**src/rtl/osc_trim_pkg.sv**
```systemverilog
package osc_trim_pkg;

   localparam int unsigned CAL_W = 6;
   localparam int unsigned MAG_W = 5;

   typedef struct packed {
      logic              faster;
      logic [MAG_W-1:0]  mag;
   } trim_code_t;

   // minute lies inside the correction window of a magnitude
   function automatic logic in_window(input int unsigned minute,
                                      input logic [MAG_W-1:0] mag);
      return minute < (32'(mag) << 1);
   endfunction

endpackage

```
**src/rtl/otd_second_div.sv**
```systemverilog
module otd_second_div #(
   parameter int unsigned DIV_LOG2   = 15,
   parameter int unsigned STAGE_LOG2 = 8,
   localparam int unsigned CW        = DIV_LOG2 + 1
) (
   input  logic          clk,
   input  logic          rst_n,
   input  logic          step,
   input  logic          alter,
   input  logic          faster,
   output logic [CW-1:0] cnt,
   output logic          first,
   output logic          done
);

   localparam int unsigned NOM_LEN   = 1 << DIV_LOG2;
   localparam int unsigned SHORT_LEN = NOM_LEN - (1 << STAGE_LOG2);
   localparam int unsigned LONG_LEN  = NOM_LEN + (1 << (STAGE_LOG2 - 1));

   logic [CW-1:0] last_q;

   always_comb begin
      if (!alter)      last_q = CW'(NOM_LEN - 1);
      else if (faster) last_q = CW'(SHORT_LEN - 1);
      else             last_q = CW'(LONG_LEN - 1);
   end

   assign first = step && (cnt == '0);
   assign done  = step && (cnt == last_q);

   always_ff @(posedge clk or negedge rst_n) begin
      if (!rst_n)    cnt <= '0;
      else if (done) cnt <= '0;
      else if (step) cnt <= cnt + 1'b1;
   end

endmodule

```
**src/rtl/otd_minute_seq.sv**
```systemverilog
module otd_minute_seq #(
   parameter int unsigned SEC_PER_MIN = 60,
   parameter int unsigned MIN_LOG2    = 6
) (
   input  logic                clk,
   input  logic                rst_n,
   input  logic                advance,
   output logic                first_sec,
   output logic [MIN_LOG2-1:0] min_idx
);

   localparam int unsigned SW = (SEC_PER_MIN > 1) ? $clog2(SEC_PER_MIN) : 1;

   logic min_adv;

   generate
      if (SEC_PER_MIN == 1) begin : g_one
         assign first_sec = 1'b1;
         assign min_adv   = advance;
      end else begin : g_cnt
         localparam logic [SW-1:0] LAST_SEC = SW'(SEC_PER_MIN - 1);
         logic [SW-1:0] sec_q;
         always_ff @(posedge clk or negedge rst_n) begin
            if (!rst_n)       sec_q <= '0;
            else if (advance) sec_q <= (sec_q == LAST_SEC) ? '0 : sec_q + 1'b1;
         end
         assign first_sec = (sec_q == '0);
         assign min_adv   = advance && (sec_q == LAST_SEC);
      end
   endgenerate

   always_ff @(posedge clk or negedge rst_n) begin
      if (!rst_n)       min_idx <= '0;
      else if (min_adv) min_idx <= min_idx + 1'b1;
   end

endmodule

```
**src/rtl/otd_trim_select.sv**
```systemverilog
module otd_trim_select
   import osc_trim_pkg::*;
#(
   parameter int unsigned MIN_LOG2 = 6
) (
   input  logic                clk,
   input  logic                rst_n,
   input  logic                load,
   input  logic [CAL_W-1:0]    cal_code,
   input  logic                first_sec,
   input  logic [MIN_LOG2-1:0] min_idx,
   output logic                alter,
   output logic                faster
);

   trim_code_t code_q;

   always_ff @(posedge clk or negedge rst_n) begin
      if (!rst_n)    code_q <= '0;
      else if (load) code_q <= trim_code_t'(cal_code);
   end

   always_comb begin
      alter  = first_sec && (code_q.mag != '0) &&
               in_window(32'(min_idx), code_q.mag);
      faster = code_q.faster;
   end

endmodule

```
**src/rtl/otd_test_wave.sv**
```systemverilog
module otd_test_wave #(
   parameter int unsigned TEST_LOG2 = 6
) (
   input  logic clk,
   input  logic rst_n,
   input  logic osc_en,
   output logic wave
);

   logic [TEST_LOG2-1:0] div_q;

   always_ff @(posedge clk or negedge rst_n) begin
      if (!rst_n)      div_q <= '0;
      else if (osc_en) div_q <= div_q + 1'b1;
   end

   assign wave = div_q[TEST_LOG2-1];

endmodule

```
**src/rtl/osc_trim_divider.sv**
```systemverilog
module osc_trim_divider
   import osc_trim_pkg::*;
#(
   parameter int unsigned DIV_LOG2    = 15,
   parameter int unsigned STAGE_LOG2  = 8,
   parameter int unsigned SEC_PER_MIN = 60,
   parameter int unsigned MIN_LOG2    = 6,
   parameter int unsigned TEST_LOG2   = 6
) (
   input  logic             clk,
   input  logic             rst_n,
   input  logic             osc_en,
   input  logic             run,
   input  logic [CAL_W-1:0] cal_code,
   output logic             sec_tick,
   output logic             test_sq
);

   localparam int unsigned CW = DIV_LOG2 + 1;

   generate
      if (STAGE_LOG2 < 1 || STAGE_LOG2 >= DIV_LOG2) begin : g_bad_stage
         $error("correction stage must lie inside the divider");
      end
      if (MIN_LOG2 < 6) begin : g_bad_min
         $error("minute pattern must hold at least 64 minutes");
      end
      if (SEC_PER_MIN < 1) begin : g_bad_spm
         $error("a minute needs at least one second");
      end
      if (TEST_LOG2 < 1 || TEST_LOG2 > DIV_LOG2) begin : g_bad_test
         $error("test wave divider out of range");
      end
   endgenerate

   logic                step;
   logic                sec_first;
   logic                sec_done;
   logic                alter;
   logic                faster;
   logic                first_sec;
   logic [MIN_LOG2-1:0] min_idx;
   logic [CW-1:0]       sec_cnt;

   assign step = osc_en && run;

   otd_second_div #(
      .DIV_LOG2   (DIV_LOG2),
      .STAGE_LOG2 (STAGE_LOG2)
   ) u_sec (
      .clk    (clk),
      .rst_n  (rst_n),
      .step   (step),
      .alter  (alter),
      .faster (faster),
      .cnt    (sec_cnt),
      .first  (sec_first),
      .done   (sec_done)
   );

   otd_minute_seq #(
      .SEC_PER_MIN (SEC_PER_MIN),
      .MIN_LOG2    (MIN_LOG2)
   ) u_min (
      .clk       (clk),
      .rst_n     (rst_n),
      .advance   (sec_done),
      .first_sec (first_sec),
      .min_idx   (min_idx)
   );

   otd_trim_select #(
      .MIN_LOG2 (MIN_LOG2)
   ) u_sel (
      .clk       (clk),
      .rst_n     (rst_n),
      .load      (sec_first),
      .cal_code  (cal_code),
      .first_sec (first_sec),
      .min_idx   (min_idx),
      .alter     (alter),
      .faster    (faster)
   );

   otd_test_wave #(
      .TEST_LOG2 (TEST_LOG2)
   ) u_wave (
      .clk    (clk),
      .rst_n  (rst_n),
      .osc_en (osc_en),
      .wave   (test_sq)
   );

   always_ff @(posedge clk or negedge rst_n) begin
      if (!rst_n) sec_tick <= 1'b0;
      else        sec_tick <= sec_done;
   end

endmodule

```
**config.mk**
```make
export PLATFORM = sky130hd
export DESIGN_NAME = osc_trim_divider
export DESIGN_NICKNAME = d
export VERILOG_FILES = /design/src/rtl/osc_trim_pkg.sv /design/src/rtl/otd_second_div.sv /design/src/rtl/otd_minute_seq.sv /design/src/rtl/otd_trim_select.sv /design/src/rtl/otd_test_wave.sv /design/src/rtl/osc_trim_divider.sv
export SDC_FILE = /design/constraint.sdc
export NUM_CORES = 1
export LEC_CHECK = 0
export ABC_CLOCK_PERIOD_IN_PS = 3000
export BUFFER_PORTS_ARGS = -buffer_cell sky130_fd_sc_hd__buf_2
export CAP_MARGIN = 0
export CORE_MARGIN = 3
export CORE_UTILIZATION = 55
export DETAILED_ROUTE_END_ITERATION = 10
export GPL_ROUTABILITY_DRIVEN = 0
export MAX_ROUTING_LAYER = met4
export PLACE_DENSITY = 0.84
export SYNTH_ARGS = -nofsm -noshare
export SYNTH_HDL_FRONTEND = slang
export SYNTH_SLANG_ARGS = --single-unit
export TNS_END_PERCENT = 5
```
**constraint.sdc**
```tcl
create_clock -name clk -period 3 [get_ports clk]
set_input_delay 0.15 -clock clk [delete_from_list [all_inputs] [get_ports clk]]
set_output_delay 0.15 -clock clk [all_outputs]
set_load 0.05 [all_outputs]
```
==> reports/qor.csv <==
metric,value,unit
hold_path_class,in2reg,
finalWirelength,3900,µm
ys_types,39,
drtAntennaViolNets,0,
grt_pass1_vias,1516,
crit_type,reg2reg,
timing.final.crit_share,0.895,
power_leakage,1.06,nW
port_buffers,11,
start_util,0.579,
final_common_cell,dfrtp_1,
finalSetupTns,0,ns
grt_pass1_wl,6800,µm
n_fill_cell,310,
clk_pin_slew_worst_paths,0.07,ns
seq_area,1030,µm²
ioPinCount,12,
syn_nets,226,
hold_violations,0,
multiInputGateArea,1060,µm²
dp.cells,262,
nNetsFinal,242,
viasPerCell,5.60,
p_per_area,597,nW/µm²
rsz0062_at_grt,no,
cts-htree-levels,2,
critical_path_required,3.17,ns
antenna_found_initial,0,
synth_area,2150,µm²
end_kind,flip-flop,
setup_viol,0,
reg2reg_from,u_min.g_cnt.sec_q[0],
ys_ff_latch,41,
clock_latency,0.29,ns
worstMarginPinSlew,0.878,ns
route.detailed.drc,0,
die_w,68.5,µm
grt_max_degree,42,
clock_path_buffers,2,
min_period,2.69,ns
core-area,3720,µm²
cts_tree,yes,
critPathCapture,u_sec.cnt[1],
synthSimpleGateAreaFrac,0.212,
synth_top_family_by_area,simple AND/OR/NAND/NOR gates,
cts-root-buf,clkbuf_8,
yosysWarnings,0,
layout-drive-gt1-share,0.180,
die_h,68.5,µm
drt_iter0_drc,115,
drv_cap,0,
dieArea,4700,µm²
wl_per_cell,14.4,µm
cts_sinks,41,
slew_viol_final,0,
synth-compound-area-share,0.0867,
seq_area_frac_synth,0.477,
status,completed,
rows,22,
stdcell_count,270,
synth_area_per_cell,10.4,µm²
relSlewSlack,0.415,
r2r_slack,0.31,ns
num_antenna_cells,0,
grt_overflow,0,
place_hpwl,2710,µm
syn_to_final_growth,9.60,%
rr_worst_depth,9,
final_cell_mix,"dfrtp_1, nor2_1, nand2_1",
cts_inserted_buffers,5,
route.vias.total,1512,
arrival,2.86,ns
startpoint,u_min.g_cnt.sec_q[0],
peakVddDrop,300,µV
firstDrtPassIters,4,
synthXorXnorAreaFrac,0.0977,
path_max_fanout,9,
crit_path_start_kind,flip-flop,
post_cts_buffers,0,
worst_r2r_endpoint,u_sec.cnt[1],
synthCells,206,
synth_fa_ha_area_frac,0.0582,
finalPower,1.41,mW
fin_skew,0.00528,ns
grt_use_total,0.208,
place_ws,0.307,ns
fin_ws,0.315,ns
muxShareOfSynthArea,0.0361,
max_freq,0.372,GHz
[worst max-delay path: stages, from the launching register on]
cell       delay, ns
dfrtp_1         0.42
inv_1           0.09
ha_1            0.13
or4b_4          0.46
a2111oi_4       0.35
o221ai_2        0.18
a211o_1         0.28
a2111oi_4       0.31
buf_4           0.24
o22ai_1         0.10
[kinds of logic after synthesis]
family	after synthesis
flops	41
fa+ha+maj	10
buf+inv	16
xor+xnor	24
compound gates	22
mux	7
simple gates	86
[per-layer routing]
layer | global-route usage | wire, µm | up-vias
met5 | - | 0 | -
met4 | 0.0893 | 89 | 0
met3 | 0.0535 | 120 | 8
met2 | 0.337 | 2010 | 17
met1 | 0.243 | 1680 | 740
li1 | - | - | 747
[metrics by stage]
stage               area, µm²  hold WS, ns  utilization
finish                   2360       0.0594        0.634
floorplan                2150       -0.146            -
CTS                      2360       0.0536        0.634
detailed placement       2260        0.315        0.608
global route             2360       0.0799        0.634
global placement         2260        0.320        0.608
[synth_stat cells (all sizes together)]
library cell	count	share of area
a2111oi	2	0.026
a211o	1	0.0041
a21o	1	0.0035
a21oi	1	0.0023
a31oi	2	0.0058
and2	1	0.0029
and3	3	0.0087
and4	2	0.0081
and4b	1	0.0047
buf	2	0.0076
clkbuf	5	0.0087
dfrtp	41	0.48
ha	10	0.058
inv	9	0.016
mux2	6	0.031
mux2i	1	0.0047
nand2	17	0.030
nand2b	2	0.0058
nand3	9	0.021
nand3b	1	0.0035
nand4	9	0.026
nand4b	1	0.0041
nor2	28	0.059
nor2b	2	0.0058
nor3	2	0.0047
nor4	3	0.0087
o211ai	1	0.0035
o21ai	9	0.021
o221ai	1	0.0070
o22ai	1	0.0029
o31ai	2	0.0070
o41ai	1	0.0041
or3	2	0.0058
or4	2	0.0070
or4b	1	0.0064
xnor2	12	0.049
xor2	12	0.049
[state kept, by name (all words and copies together), names as in the netlist]
| name | cells |
|---|---|
| sec_tick | 1 |
| u_min.min_idx | 6 |
| u_sel.code_q | 5 |
| u_sel.faster | 1 |
| u_min.g_cnt.sec_q | 6 |
| u_wave.div_q | 6 |
| u_sec.cnt | 16 |
[power breakdown]
group          switching, mW  total, mW  internal, mW
logic                  0.156      0.285         0.129
registers              0.102      0.766         0.664
clock network          0.174      0.356         0.182
total                  0.432       1.41         0.976
[worst min-delay path by stage]
stage	start	endpoint	cells after the start
CTS	cal_code[3]	u_sel.code_q[3]	3
floorplan	rst_n	sec_tick	0
detailed placement	rst_n	u_min.min_idx[0]	1
finish	cal_code[3]	u_sel.code_q[3]	3
global route	cal_code[3]	u_sel.code_q[3]	3
global placement	rst_n	u_min.min_idx[0]	1
[repair_timing]
item	in CTS	in global routing
endpoints found under the hold margin	11	0
hold buffers	1	0
gates resized for setup	0	0
endpoints found under the setup margin	0	0
[final cells by class]
cell class	count	share of cell area
Timing Repair Buffer	16	0.0403
Multi-Input combinational cell	149	0.448
Sequential cell	41	0.435
Tap cell	48	0.0255
Clock buffer	7	0.0366
Inverter	9	0.0143
Power figures use the tool's default switching activity.
